--- src/rtl/plm_pkg.sv ---
package plm_pkg;

    localparam int DEF_NUM_DEST   = 4;
    localparam int DEF_NUM_PAGES  = 8;
    localparam int DEF_PAGE_BYTES = 64;

    // index width for n items, at least one bit
    function automatic int idx_w(input int n);
        return (n > 1) ? $clog2(n) : 1;
    endfunction

    // width able to hold the values 0..n
    function automatic int cnt_w(input int n);
        return $clog2(n + 1);
    endfunction

    // what a read does to the list it targets
    typedef enum logic [1:0] {
        RD_NONE    = 2'd0,
        RD_PARTIAL = 2'd1,
        RD_KEEP    = 2'd2,
        RD_RELEASE = 2'd3
    } rd_action_e;

endpackage

--- src/rtl/plm_free_pool.sv ---
module plm_free_pool #(
    parameter int NUM_PAGES = plm_pkg::DEF_NUM_PAGES
) (
    input  logic                                 clk,
    input  logic                                 rst,
    input  logic                                 push,
    input  logic [plm_pkg::idx_w(NUM_PAGES)-1:0] push_id,
    input  logic                                 pop,
    output logic                                 avail,
    output logic [plm_pkg::idx_w(NUM_PAGES)-1:0] head_id
);
    localparam int PAGE_W = plm_pkg::idx_w(NUM_PAGES);
    localparam int CNT_W  = plm_pkg::cnt_w(NUM_PAGES);

    logic [PAGE_W-1:0] slot_q [NUM_PAGES];
    logic [PAGE_W-1:0] rd_ptr_q, wr_ptr_q;
    logic [CNT_W-1:0]  count_q;
    logic              empty;
    logic              do_push, do_pop;

    function automatic logic [PAGE_W-1:0] bump(input logic [PAGE_W-1:0] p);
        return (p == PAGE_W'(NUM_PAGES - 1)) ? '0 : p + 1'b1;
    endfunction

    assign empty   = (count_q == '0);
    // an empty pool forwards a page freed in the same cycle
    assign avail   = !empty || push;
    assign head_id = empty ? push_id : slot_q[rd_ptr_q];
    assign do_push = push && !(empty && pop);
    assign do_pop  = pop && !empty;

    always_ff @(posedge clk) begin
        if (rst) begin
            for (int i = 0; i < NUM_PAGES; i++) begin
                slot_q[i] <= PAGE_W'(i);
            end
            rd_ptr_q <= '0;
            wr_ptr_q <= '0;
            count_q  <= CNT_W'(NUM_PAGES);
        end else begin
            if (do_push) begin
                slot_q[wr_ptr_q] <= push_id;
                wr_ptr_q         <= bump(wr_ptr_q);
            end
            if (do_pop) begin
                rd_ptr_q <= bump(rd_ptr_q);
            end
            if (do_push && !do_pop) begin
                count_q <= count_q + 1'b1;
            end else if (do_pop && !do_push) begin
                count_q <= count_q - 1'b1;
            end
        end
    end

endmodule

--- src/rtl/plm_link_table.sv ---
module plm_link_table #(
    parameter int NUM_PAGES  = plm_pkg::DEF_NUM_PAGES,
    parameter int PAGE_BYTES = plm_pkg::DEF_PAGE_BYTES
) (
    input  logic                                  clk,
    input  logic                                  rst,
    input  logic                                  we,
    input  logic [plm_pkg::idx_w(NUM_PAGES)-1:0]  wpage,
    input  logic [plm_pkg::idx_w(NUM_PAGES)-1:0]  wnext,
    input  logic [plm_pkg::cnt_w(PAGE_BYTES)-1:0] wfill,
    input  logic [plm_pkg::idx_w(NUM_PAGES)-1:0]  rpage,
    output logic [plm_pkg::idx_w(NUM_PAGES)-1:0]  rnext,
    output logic [plm_pkg::cnt_w(PAGE_BYTES)-1:0] rfill
);
    localparam int PAGE_W = plm_pkg::idx_w(NUM_PAGES);
    localparam int LEN_W  = plm_pkg::cnt_w(PAGE_BYTES);

    logic [PAGE_W-1:0] next_q [NUM_PAGES];
    logic [LEN_W-1:0]  fill_q [NUM_PAGES];

    assign rnext = next_q[rpage];
    assign rfill = fill_q[rpage];

    always_ff @(posedge clk) begin
        if (rst) begin
            for (int i = 0; i < NUM_PAGES; i++) begin
                next_q[i] <= '0;
                fill_q[i] <= '0;
            end
        end else if (we) begin
            next_q[wpage] <= wnext;
            fill_q[wpage] <= wfill;
        end
    end

endmodule

--- src/rtl/page_list_map.sv ---
module page_list_map #(
    parameter int NUM_DEST   = plm_pkg::DEF_NUM_DEST,
    parameter int NUM_PAGES  = plm_pkg::DEF_NUM_PAGES,
    parameter int PAGE_BYTES = plm_pkg::DEF_PAGE_BYTES
) (
    input  logic                                              clk,
    input  logic                                              rst,
    input  logic                                              wr_req,
    input  logic [plm_pkg::idx_w(NUM_DEST)-1:0]               wr_dest,
    input  logic [plm_pkg::cnt_w(PAGE_BYTES)-1:0]             wr_len,
    input  logic                                              rd_req,
    input  logic [plm_pkg::idx_w(NUM_DEST)-1:0]               rd_dest,
    input  logic [plm_pkg::cnt_w(PAGE_BYTES)-1:0]             rd_max,
    output logic                                              wr_ack,
    output logic                                              wr_ok,
    output logic                                              wr_new_page,
    output logic [plm_pkg::idx_w(NUM_PAGES*PAGE_BYTES)-1:0]   wr_addr,
    output logic                                              rd_ack,
    output logic                                              rd_empty,
    output logic                                              rd_release,
    output logic [plm_pkg::idx_w(NUM_PAGES*PAGE_BYTES)-1:0]   rd_addr,
    output logic [plm_pkg::cnt_w(PAGE_BYTES)-1:0]             rd_len,
    output logic [plm_pkg::cnt_w(PAGE_BYTES)-1:0]             rd_pad,
    output logic [plm_pkg::cnt_w(NUM_PAGES*PAGE_BYTES)-1:0]   rd_left
);
    import plm_pkg::*;

    localparam int PAGE_W = idx_w(NUM_PAGES);
    localparam int LEN_W  = cnt_w(PAGE_BYTES);
    localparam int ADDR_W = idx_w(NUM_PAGES * PAGE_BYTES);
    localparam int CNT_W  = cnt_w(NUM_PAGES * PAGE_BYTES);

    typedef struct packed {
        logic              valid;
        logic [PAGE_W-1:0] head;
        logic [PAGE_W-1:0] tail;
        logic [LEN_W-1:0]  rd_off;
        logic [LEN_W-1:0]  wr_off;
        logic [CNT_W-1:0]  bytes;
    } list_entry_t;

    function automatic logic [ADDR_W-1:0] mk_addr(input logic [PAGE_W-1:0] pg,
                                                  input logic [LEN_W-1:0]  off);
        return ADDR_W'(pg) * ADDR_W'(PAGE_BYTES) + ADDR_W'(off);
    endfunction

    function automatic logic room_for(input logic [LEN_W-1:0] off,
                                      input logic [LEN_W-1:0] len);
        return ({1'b0, off} + {1'b0, len}) <= (LEN_W + 1)'(PAGE_BYTES);
    endfunction

    list_entry_t entry_q [NUM_DEST];

    // free pool and link table hookup
    logic              pool_push, pool_pop, pool_avail;
    logic [PAGE_W-1:0] pool_push_id, pool_head;
    logic              lt_we;
    logic [PAGE_W-1:0] lt_wpage, lt_wnext, lt_rnext;
    logic [LEN_W-1:0]  lt_wfill, lt_rfill;

    // read phase
    list_entry_t       e_r, r_next;
    logic              r_live, r_sole, same_dest, len_ok, fit_old;
    logic [LEN_W-1:0]  r_top, r_avail, r_len;
    rd_action_e        r_act;

    // write phase
    list_entry_t       w_base, w_next;
    logic              w_fit, w_ok, w_alloc;
    logic [ADDR_W-1:0] w_addr;

    plm_free_pool #(
        .NUM_PAGES (NUM_PAGES)
    ) pool_i (
        .clk     (clk),
        .rst     (rst),
        .push    (pool_push),
        .push_id (pool_push_id),
        .pop     (pool_pop),
        .avail   (pool_avail),
        .head_id (pool_head)
    );

    plm_link_table #(
        .NUM_PAGES  (NUM_PAGES),
        .PAGE_BYTES (PAGE_BYTES)
    ) links_i (
        .clk   (clk),
        .rst   (rst),
        .we    (lt_we),
        .wpage (lt_wpage),
        .wnext (lt_wnext),
        .wfill (lt_wfill),
        .rpage (e_r.head),
        .rnext (lt_rnext),
        .rfill (lt_rfill)
    );

    // read phase: acts on the stored entry
    always_comb begin
        e_r       = entry_q[rd_dest];
        same_dest = rd_req && wr_req && (rd_dest == wr_dest);
        len_ok    = (wr_len != '0) && (wr_len <= LEN_W'(PAGE_BYTES));
        r_live    = rd_req && e_r.valid;
        r_sole    = (e_r.head == e_r.tail);
        r_top     = r_sole ? e_r.wr_off : lt_rfill;
        r_avail   = r_top - e_r.rd_off;
        r_len     = (rd_max < r_avail) ? rd_max : r_avail;
        fit_old   = room_for(e_r.wr_off, wr_len);

        if (!r_live) begin
            r_act = RD_NONE;
        end else if (r_len != r_avail) begin
            r_act = RD_PARTIAL;
        end else if (r_sole && same_dest && len_ok && fit_old) begin
            r_act = RD_KEEP;
        end else begin
            r_act = RD_RELEASE;
        end

        r_next = e_r;
        unique case (r_act)
            RD_PARTIAL: begin
                r_next.rd_off = e_r.rd_off + r_len;
                r_next.bytes  = e_r.bytes - CNT_W'(r_len);
            end
            RD_KEEP: begin
                r_next.rd_off = e_r.wr_off;
                r_next.bytes  = e_r.bytes - CNT_W'(r_len);
            end
            RD_RELEASE: begin
                r_next.bytes  = e_r.bytes - CNT_W'(r_len);
                r_next.rd_off = '0;
                if (r_sole) begin
                    r_next.valid  = 1'b0;
                    r_next.wr_off = '0;
                end else begin
                    r_next.head = lt_rnext;
                end
            end
            default: ;
        endcase

        pool_push    = (r_act == RD_RELEASE);
        pool_push_id = e_r.head;
    end

    // write phase: acts on the result of a read to the same list
    always_comb begin
        w_base  = same_dest ? r_next : entry_q[wr_dest];
        w_fit   = w_base.valid && room_for(w_base.wr_off, wr_len);
        w_ok    = wr_req && len_ok && (w_fit || pool_avail);
        w_alloc = w_ok && !w_fit;
        w_addr  = w_fit ? mk_addr(w_base.tail, w_base.wr_off) : mk_addr(pool_head, '0);

        w_next = w_base;
        if (w_ok) begin
            w_next.bytes = w_base.bytes + CNT_W'(wr_len);
            if (w_fit) begin
                w_next.wr_off = w_base.wr_off + wr_len;
            end else begin
                w_next.valid  = 1'b1;
                w_next.tail   = pool_head;
                w_next.wr_off = wr_len;
                if (!w_base.valid) begin
                    w_next.head   = pool_head;
                    w_next.rd_off = '0;
                end
            end
        end

        pool_pop = w_alloc;
        lt_we    = w_alloc && w_base.valid;
        lt_wpage = w_base.tail;
        lt_wnext = pool_head;
        lt_wfill = w_base.wr_off;
    end

    // list entries
    always_ff @(posedge clk) begin
        if (rst) begin
            for (int d = 0; d < NUM_DEST; d++) begin
                entry_q[d] <= '0;
            end
        end else begin
            for (int d = 0; d < NUM_DEST; d++) begin
                if (wr_req && (wr_dest == ($bits(wr_dest))'(d))) begin
                    entry_q[d] <= w_next;
                end else if (rd_req && (rd_dest == ($bits(rd_dest))'(d))) begin
                    entry_q[d] <= r_next;
                end
            end
        end
    end

    // registered replies
    always_ff @(posedge clk) begin
        if (rst) begin
            wr_ack      <= 1'b0;
            wr_ok       <= 1'b0;
            wr_new_page <= 1'b0;
            wr_addr     <= '0;
            rd_ack      <= 1'b0;
            rd_empty    <= 1'b0;
            rd_release  <= 1'b0;
            rd_addr     <= '0;
            rd_len      <= '0;
            rd_pad      <= '0;
            rd_left     <= '0;
        end else begin
            wr_ack      <= wr_req;
            wr_ok       <= w_ok;
            wr_new_page <= w_alloc;
            wr_addr     <= w_ok ? w_addr : '0;
            rd_ack      <= rd_req;
            rd_empty    <= !r_live || (r_len == '0);
            rd_release  <= (r_act == RD_RELEASE);
            rd_addr     <= r_live ? mk_addr(e_r.head, e_r.rd_off) : '0;
            rd_len      <= r_live ? r_len : '0;
            rd_pad      <= (r_act == RD_RELEASE) ? (LEN_W'(PAGE_BYTES) - r_top) : '0;
            rd_left     <= r_live ? r_next.bytes : '0;
        end
    end

endmodule

--- config.mk ---
export PLATFORM = sky130hd
export DESIGN_NAME = page_list_map
export DESIGN_NICKNAME = d
export VERILOG_FILES = /design/src/rtl/plm_pkg.sv /design/src/rtl/plm_free_pool.sv /design/src/rtl/plm_link_table.sv /design/src/rtl/page_list_map.sv
export SDC_FILE = /design/constraint.sdc
export NUM_CORES = 1
export LEC_CHECK = 0
export BUFFER_PORTS_ARGS = -buffer_cell sky130_fd_sc_hd__buf_2
export CAP_MARGIN = 15
export CORE_MARGIN = 1.5
export CORE_UTILIZATION = 34
export CTS_BUF_LIST = sky130_fd_sc_hd__clkbuf_4
export CTS_CLUSTER_DIAMETER = 60
export DETAILED_ROUTE_END_ITERATION = 6
export GPL_ROUTABILITY_DRIVEN = 0
export HOLD_SLACK_MARGIN = 0.1
export MAX_ROUTING_LAYER = met4
export SLEW_MARGIN = 0
export SYNTH_ARGS = -nofsm -noshare
export SYNTH_HDL_FRONTEND = slang
export SYNTH_SLANG_ARGS = --single-unit
--- constraint.sdc ---
create_clock -name clk -period 16.2 [get_ports clk]
set_input_delay 0 -clock clk [delete_from_list [all_inputs] [get_ports clk]]
set_output_delay 0 -clock clk [all_outputs]
set_load 0.01 [all_outputs]
==> summary.md, run 1 <==
| Metric | Value |
|---|---|
| Routed wire length | `approximately 51000 um` |
| Clock Skew | `0.07968 ns` |
| Slew headroom | `23.59%` |
| Pins over their slew limit | `0` |
| DRT antenna net count | `0` |
| CTS tree | `done` |
| Crit Path Max Fanout | `55` |
| Share of layout cells above drive strength 1 | `22.75%` |
| Met2 Use GR | `32.66%` |
| Post-Place Worst Slack | `approximately 4.3 ns` |
| Grt total ovfl | `0` |
| Max_cap viols | `0` |
| Clock buffer depth | `3` |
| Fin. Hold Viols | `0` |
| RSZ-0062 raised after global routing | `no` |
| Routed len/inst | `22.83 um` |
| Layout Utilization | `39.33%` |
| #FFs+latches synth | `about 290` |
| Hold WC Path Type | `in -> reg` |
| Post-Synthesis Cells | `1446` |
| Most numerous cell in the Yosys netlist | `edfxtp_1` |
| Die width | `224.3 um` |
| Std-Cell Rows | `80` |
| Core ar. | `0.04805 sq mm` |
| Max Fclk | `87.39 MHz` |
| Met3 GRT Util | `under 10%` |
| Post-synthesis sequential area ratio | `48.46%` |
| Synthesized area per cell | `approximately 12 sq um` |
| Power Total | `0.002573 W` |
| Slack of the critical path | `4.757 ns` |
| Largest net degree at the start of global routing | `56` |
| Startpoint Class | `primary input` |
| # IOs | `70` |
| Reg-to-Reg End | `links_i.fill_q[7][4]` |
| Post-synth ARST share | `0%` |
| Final worst path period share | `70.64%` |
| Pleak | `7.176 nW` |
| DR vias | `between 10000 and 15000` |
| Synthesized cell area | `0.01665 sq mm` |
| Most common cell on crit path | `o21ai_0` |
| Grt peak-use layer | `met2` |
| H-tree depth | `3` |
| Root buf cell | `clkbuf_4` |
| Num CTS Buffers | `84` |
| DR iter-0 viols | `1333` |
| Count of final setup violators | `0` |
| Post-synth top cells | `228 x edfxtp_1, 115 x nand2_1, 112 x o22ai_1` |
| Number of port buffers | `slightly below 70` |
| Reg clk slew, reported paths | `0.06 ns` |
| Worst-Margin Slew | `between 1 and 1.5 ns` |
| Status | `finished, final reports clean` |
| Critical-path top delay cell | `nand4b_1` |
| Arr. time, crit path | `11.94 ns` |
| Setup Fix Bufs, Post-CTS | `0` |
| Chip height | `224.3 um` |
| Fin Setup TNS | `0 ns` |
| Area Overhead vs Synth | `13.48%` |
| Synth area leader | `edfxtp_1` |
| Worst path buffer plus inverter count | `10` |
| Slowest Stage Delay on Critical Path | `0.95 ns` |
| Minimum clock period | `between 10 and 15 ns` |
| R2R cell count | `39` |
| Die ar. | `0.05031 sq mm` |
| Critical Path Sink | `links_i.fill_q[7][4]` |
| Critical path required time | `16.69 ns` |
| Dominant synthesized flop cell | `edfxtp_1` |
| Worst skew pair latency | `0.83 ns` |
| CP Depth | `42` |
| Met1 usage | `26.38%` |
| Reg2Reg Setup Slack | `5.03 ns` |
| WHS | `0.1903 ns` |
| R2R Path Start | `entry_q[3][27]` |
| Total track usage | `~21%` |
| Unique masters post-synth | `82` |
| Setup crit start | `rd_dest[1]` |
| Initial antenna violation count | `3` |
| Critical path class | `in -> reg` |
| Synth top area share | `41.12%` |
| Cell Pwr Density | `between 100 and 150 mW/mm^2` |
| Setup crit end kind | `register` |
| Vias in the first global route | `12500` |
| Via-to-Cell Ratio | `5.758` |
| Initial Util | `34.65%` |
| Post-synth EDFFs | `228` |
| Top delay family on crit path | `compound AO/OA/AOI/OAI gates` |
| Leading post-synthesis cells by cell area | `edfxtp_1 41%, mux4_2 10%, dfxtp_1 7.3%` |
| Drt drc | `0` |
| Final-stage net count | `between 1500 and 2000` |
| Num Clock Sinks | `roughly 290` |
| Syn Nets | `1534` |
| Peak supply drop | `0.00006380 V` |
| DR pass1 iterations | `5` |
| Post-DP HPWL | `approximately 34000 um` |
| YS warnings | `0` |
| First-pass GRT wire length | `between 70000 and 80000 um` |
## cell type report
class	count	area (sq um)
flip-flops and latches	289	8068
clock buffers	120	900.9
multi-input cells	997	7921
fillers	4682	29150
well taps	615	769.5
diodes	2	5.005
inverters	64	245.2
repair buffers	119	770.7
clock inverters	33	214.0
## registers in the layout (all words and copies together), names as in the netlist, named ones only
name / count
rd_addr: 9
rd_left: 10
wr_new_page: 1
pool_i.rd_ptr_q: 3
links_i.next_q: 24
wr_ok: 1
wr_ack: 1
rd_release: 1
pool_i.count_q: 4
entry_q: 124
rd_empty: 1
rd_ack: 1
pool_i.wr_ptr_q: 3
rd_pad: 7
rd_len: 7
wr_addr: 9
pool_i.slot_q: 24
links_i.fill_q: 56
## stage by stage
| step | area [sq um] | instances |
|---|---|---|
| finish | 18890 | 2239 |
| global route | 18890 | 2239 |
| CTS | 18890 | 2237 |
| detailed placement | 17570 | 2064 |
| global placement | 17570 | 2064 |
| floorplan | 16650 | 1446 |
## worst min-delay path: stages
cell	delay (ns)
dlygate4sd3_1	0.53
buf_2	0.29
nor2_1	0.15
## layout by cell type, fill, tap and decap left out, types with 4 or more instances in the layout
cell           instances
xor2_1                22
a21oi_1               37
nand2_1              115
dfxtp_1               61
a221oi_2               8
nor2b_1                8
or3_1                 13
nand2b_1              14
nand4_1                7
ha_1                  60
clkinv_2               6
mux2_2                21
o21a_1                12
dlygate4sd3_1         20
mux2i_1               46
nor2_1               110
buf_4                 30
nor4_1                 8
nor3_1                74
edfxtp_1             228
buf_2                 69
o22ai_1              112
o21bai_1               5
and2_1                11
inv_2                  4
inv_1                 61
o21ai_1               17
mux2_4                 4
nor3b_1                4
clkbuf_4             120
and3_1                10
nand3_1               23
clkinv_1              21
o21ai_0               58
xnor2_1               34
a21o_1                14
fa_1                   6
mux4_2                74
## routing by layer
layer  share of wire (%)  wire [um]  vias to the layer above
li1                    -          -                     5786
met5                   0          0                        -
met2                  47      24230                      645
met3                 8.7       4470                      100
met1                  41      21100                     6362
met4                 2.6       1324                        0
## cells by family (layout without fill, tap and decap cells)
group	count (synthesis)	in the layout	share of synthesized area, %
DFF	289	289	48.46
buffers and inverters	160	336	4.050
and+or+nand+nor	421	421	12.02
adders and majority gates	66	66	5.230
other	0	2	0
AOI/OAI and AO/OA	306	306	12.38
xor gates and xnor gates	59	59	3.314
muxes	145	145	14.56
## power breakdown
group | switching [W] | leakage (nW) | internal (W)
clock network | 0.000334 | 0.660 | 0.000390
logic | 0.000607 | 3.67 | 0.000357
registers | 0.0000292 | 2.84 | 0.000856
## repair_timing
item                                   4_1_cts  5_1_grt
hold buffers                                20        0
endpoints found under the hold margin      102        0
gates resized for setup                      0        0
## worst min-delay path by stage
stage,startpoint,to,cells past startpoint
finish,rst,pool_i.count_q[1],3
CTS,rst,pool_i.count_q[1],3
detailed placement,rd_pad[5],rd_pad[5],1
global route,rst,pool_i.count_q[0],3
floorplan,wr_req,wr_ack,2
global placement,rd_pad[2],rd_pad[2],1
No activity file was read; power rests on OpenSTA's default activity.
==> inputs of run 2 (changes only) <==
==> constraint.sdc (replaced) <==
create_clock -name clk -period 11.7 [get_ports clk]
set_input_delay 0 -clock clk [delete_from_list [all_inputs] [get_ports clk]]
set_output_delay 0 -clock clk [all_outputs]
set_load 0.01 [all_outputs]
==> run 2 against run 1 <==
Combinational power up 38%. Setup slack worse by 3.9 ns. Die area unchanged. Flip-flop and latch count unchanged. Clock skew down 0.043 ns. First-iteration DRC count up 5.0%. Register-to-register slack worse by 4.2 ns. Wire length up 0.29%.
==> summary.md, run 2 (same netlist as run 1, synthesis figures left out) <==
| Metric | Value |
|---|---|
| Status | `finished, final reports clean (unchanged)` |
| Clock Skew | `0.03620 ns (was 0.07968 ns)` |
| Chip height | `224.3 um (unchanged)` |
| H-tree depth | `3 (unchanged)` |
| Arr. time, crit path | `11.32 ns (was 11.94 ns)` |
| Fin Setup TNS | `0 ns (unchanged)` |
| Die ar. | `0.05031 sq mm (unchanged)` |
| Worst path buffer plus inverter count | `5 (was 10)` |
| Cell Pwr Density | `184.2 mW/mm^2 (was 136.2 mW/mm^2)` |
| Slack of the critical path | `0.8608 ns (was 4.757 ns)` |
| Setup crit start | `entry_q[3][28] (was rd_dest[1])` |
| Top Registers | `entry_q x124, links_i.fill_q x56 (unchanged)` |
| Startpoint Class | `register (was primary input)` |
| # IOs | `70 (unchanged)` |
| Initial Util | `34.65% (unchanged)` |
| Pleak | `7.104 nW (was 7.176 nW)` |
| Max Fclk | `92.26 MHz` |
| Crit Path Max Fanout | `30 (was 55)` |
| Routed len/inst | `23.02 um (was 22.83 um)` |
| Minimum clock period | `10.84 ns` |
| Num CTS Buffers | `78 (was 84)` |
| Grt total ovfl | `0 (unchanged)` |
| Final-stage net count | `1638 (was 1643)` |
| R2R Path Start | `entry_q[3][28] (was entry_q[3][27])` |
| Die width | `224.3 um (unchanged)` |
| Area Overhead vs Synth | `12.64% (was 13.48%)` |
| Vias in the first global route | `12880 (was 12500)` |
| Total track usage | `21.09% (was 20.79%)` |
| Critical path required time | `12.18 ns (was 16.69 ns)` |
| Area after DPL | `0.01759 sq mm (was 0.01757 sq mm)` |
| Count of final setup violators | `0 (unchanged)` |
| Hold WC Path Type | `in -> reg (unchanged)` |
| Pins over their slew limit | `0 (unchanged)` |
| Post-DP HPWL | `34690 um (was 34410 um)` |
| Initial antenna violation count | `2 (was 3)` |
| Share of layout cells above drive strength 1 | `22.26% (was 22.75%)` |
| Largest net degree at the start of global routing | `51 (was 56)` |
| Reg clk slew, reported paths | `0.06 ns (about the same)` |
| Final instance area | `0.01875 sq mm (was 0.01889 sq mm)` |
| Max reg flops | `124 (unchanged)` |
| Std-Cell Rows | `80 (unchanged)` |
| CTS tree | `done (unchanged)` |
| Slew headroom | `16.22% (was 23.59%)` |
| Most frequent cells in the layout | `228 x edfxtp_1, 115 x nand2_1, 112 x o22ai_1, 112 x clkbuf_4, 110 x nor2_1 (was 228 x edfxtp_1, 120 x clkbuf_4, 115 x nand2_1, 112 x o22ai_1, 110 x nor2_1)` |
| Via-to-Cell Ratio | `5.772 (was 5.758)` |
| DR iter-0 viols | `1400 (was 1333)` |
| Post-Place Worst Slack | `0.7962 ns (was 4.344 ns)` |
| Setup Fix Bufs, Post-CTS | `0 (unchanged)` |
| Fillers | `4682 (unchanged)` |
| Drt drc | `0 (unchanged)` |
| Fin. Hold Viols | `0 (unchanged)` |
| Reg2Reg Setup Slack | `0.86 ns (was 5.03 ns)` |
| Critical path class | `reg -> reg (was in -> reg)` |
| Setup crit end kind | `register (unchanged)` |
| DP Cell Count | `2066 (was 2064)` |
| Root buf cell | `clkbuf_4 (unchanged)` |
| Top delay family on crit path | `compound AO/OA/AOI/OAI gates (unchanged)` |
| Final worst path period share | `92.64%` |
| First-pass GRT wire length | `77340 um (was 75660 um)` |
| Min-delay src | `rd_dest[0] (was rst)` |
| Commonest non-fill, non-tap cell in the layout | `edfxtp_1 (unchanged)` |
| Critical-path top delay cell | `mux4_2 (was nand4b_1)` |
| Number of port buffers | `69 (unchanged)` |
| Peak supply drop | `0.00007372 V (was 0.00006380 V)` |
| Worst skew pair latency | `0.79 ns (was 0.83 ns)` |
| Worst-Margin Slew | `1.257 ns (was 1.146 ns)` |
| Most common cell on crit path | `o21ai_0 (unchanged)` |
| Post-Layout Cell Count | `2227 (was 2239)` |
| Routed wire length | `51270 um (was 51120 um)` |
| Slowest Stage Delay on Critical Path | `0.85 ns (was 0.95 ns)` |
| WHS | `0.1795 ns (was 0.1903 ns)` |
| Clock buffer depth | `3 (unchanged)` |
| Num Clock Sinks | `289 (unchanged)` |
| Biggest register | `entry_q (unchanged)` |
| Max_cap viols | `0 (unchanged)` |
| DRT antenna net count | `0 (unchanged)` |
| Core ar. | `0.04805 sq mm (unchanged)` |
| RSZ-0062 raised after global routing | `no (unchanged)` |
| DR vias | `12850 (was 12890)` |
| DR pass1 iterations | `7 (was 5)` |
## run 2: changes by cell type in the layout (fill, tap and decap cells not counted), sizes merged
| cell | delta |
|---|---|
| clkbuf | -8 |
| clkinv | -6 |
| buf | +2 |
| bufinv | -2 |
| diode | +2 |
| inv | +2 |
| clkinvlp | -1 |
| dlygate4sd3 | -1 |
## run 2: worst paths after layout
kind	to	cells past startpoint
min reg2reg	pool_i.count_q[3]	2
min	pool_i.slot_q[3][1]	3
max	links_i.next_q[6][1]	35
max reg2reg	links_i.next_q[6][1]	35
## run 2: timing repair
| item | 4_1_cts | 5_1_grt |
|---|---|---|
| hold buffers | 19 | 0 |
| hold endpoints to repair | 85 | 0 |
| setup endpoints to repair | 0 | 0 |
| gates resized for setup | 0 | 0 |
## run 2: area by class of cell
type / instances / area (sq um) / share of cell area (%)
clock inverter: 26 / 127.6 / 0.6805
multi-input combinational: 997 / 7918 / 42.22
tap: 615 / 769.5 / 4.103
clock buffer: 112 / 840.8 / 4.483
timing repair buffer: 120 / 775.7 / 4.136
inverter: 64 / 245.2 / 1.308
antenna: 4 / 10.01 / 0.05337
sequential: 289 / 8068 / 43.02
## run 2: report_power, final
group          leakage [nW]  internal [W]  switching [W]
Sequential             2.84       0.00118      0.0000399
Clock                 0.586      0.000462       0.000437
Combinational          3.67      0.000489       0.000842
## run 2: routing by layer
layer  up-vias  track usage, %  wire (um)
met5         -               -          0
met4         0           8.119       1387
met3       105           4.402       4332
met2       652           33.75      24540
met1      6330           26.26      21000
li1       5767               -          -
## run 2: worst reg2reg max path, delay by kind of cell, from the launching register on
kind | cells | cell delay, ns
AO/OA/AOI/OAI | 13 | 4.22
XOR/XNOR | 4 | 0.97
adder cells (fa/ha/maj) | 5 | 1.24
buffers and inverters | 5 | 0.71
flip-flops | 1 | 0.41
multiplexers | 1 | 0.85
AND/OR/NAND/NOR | 7 | 2.13
## run 2: metrics by stage
stage / power, W / util (%)
finish: 0.003454 / 39.03
global route: 0.003659 / 39.03
CTS: 0.003465 / 39.01
detailed placement: 0.002551 / 36.60
global placement: 0.002526 / 36.60
floorplan: 0.002176 / -
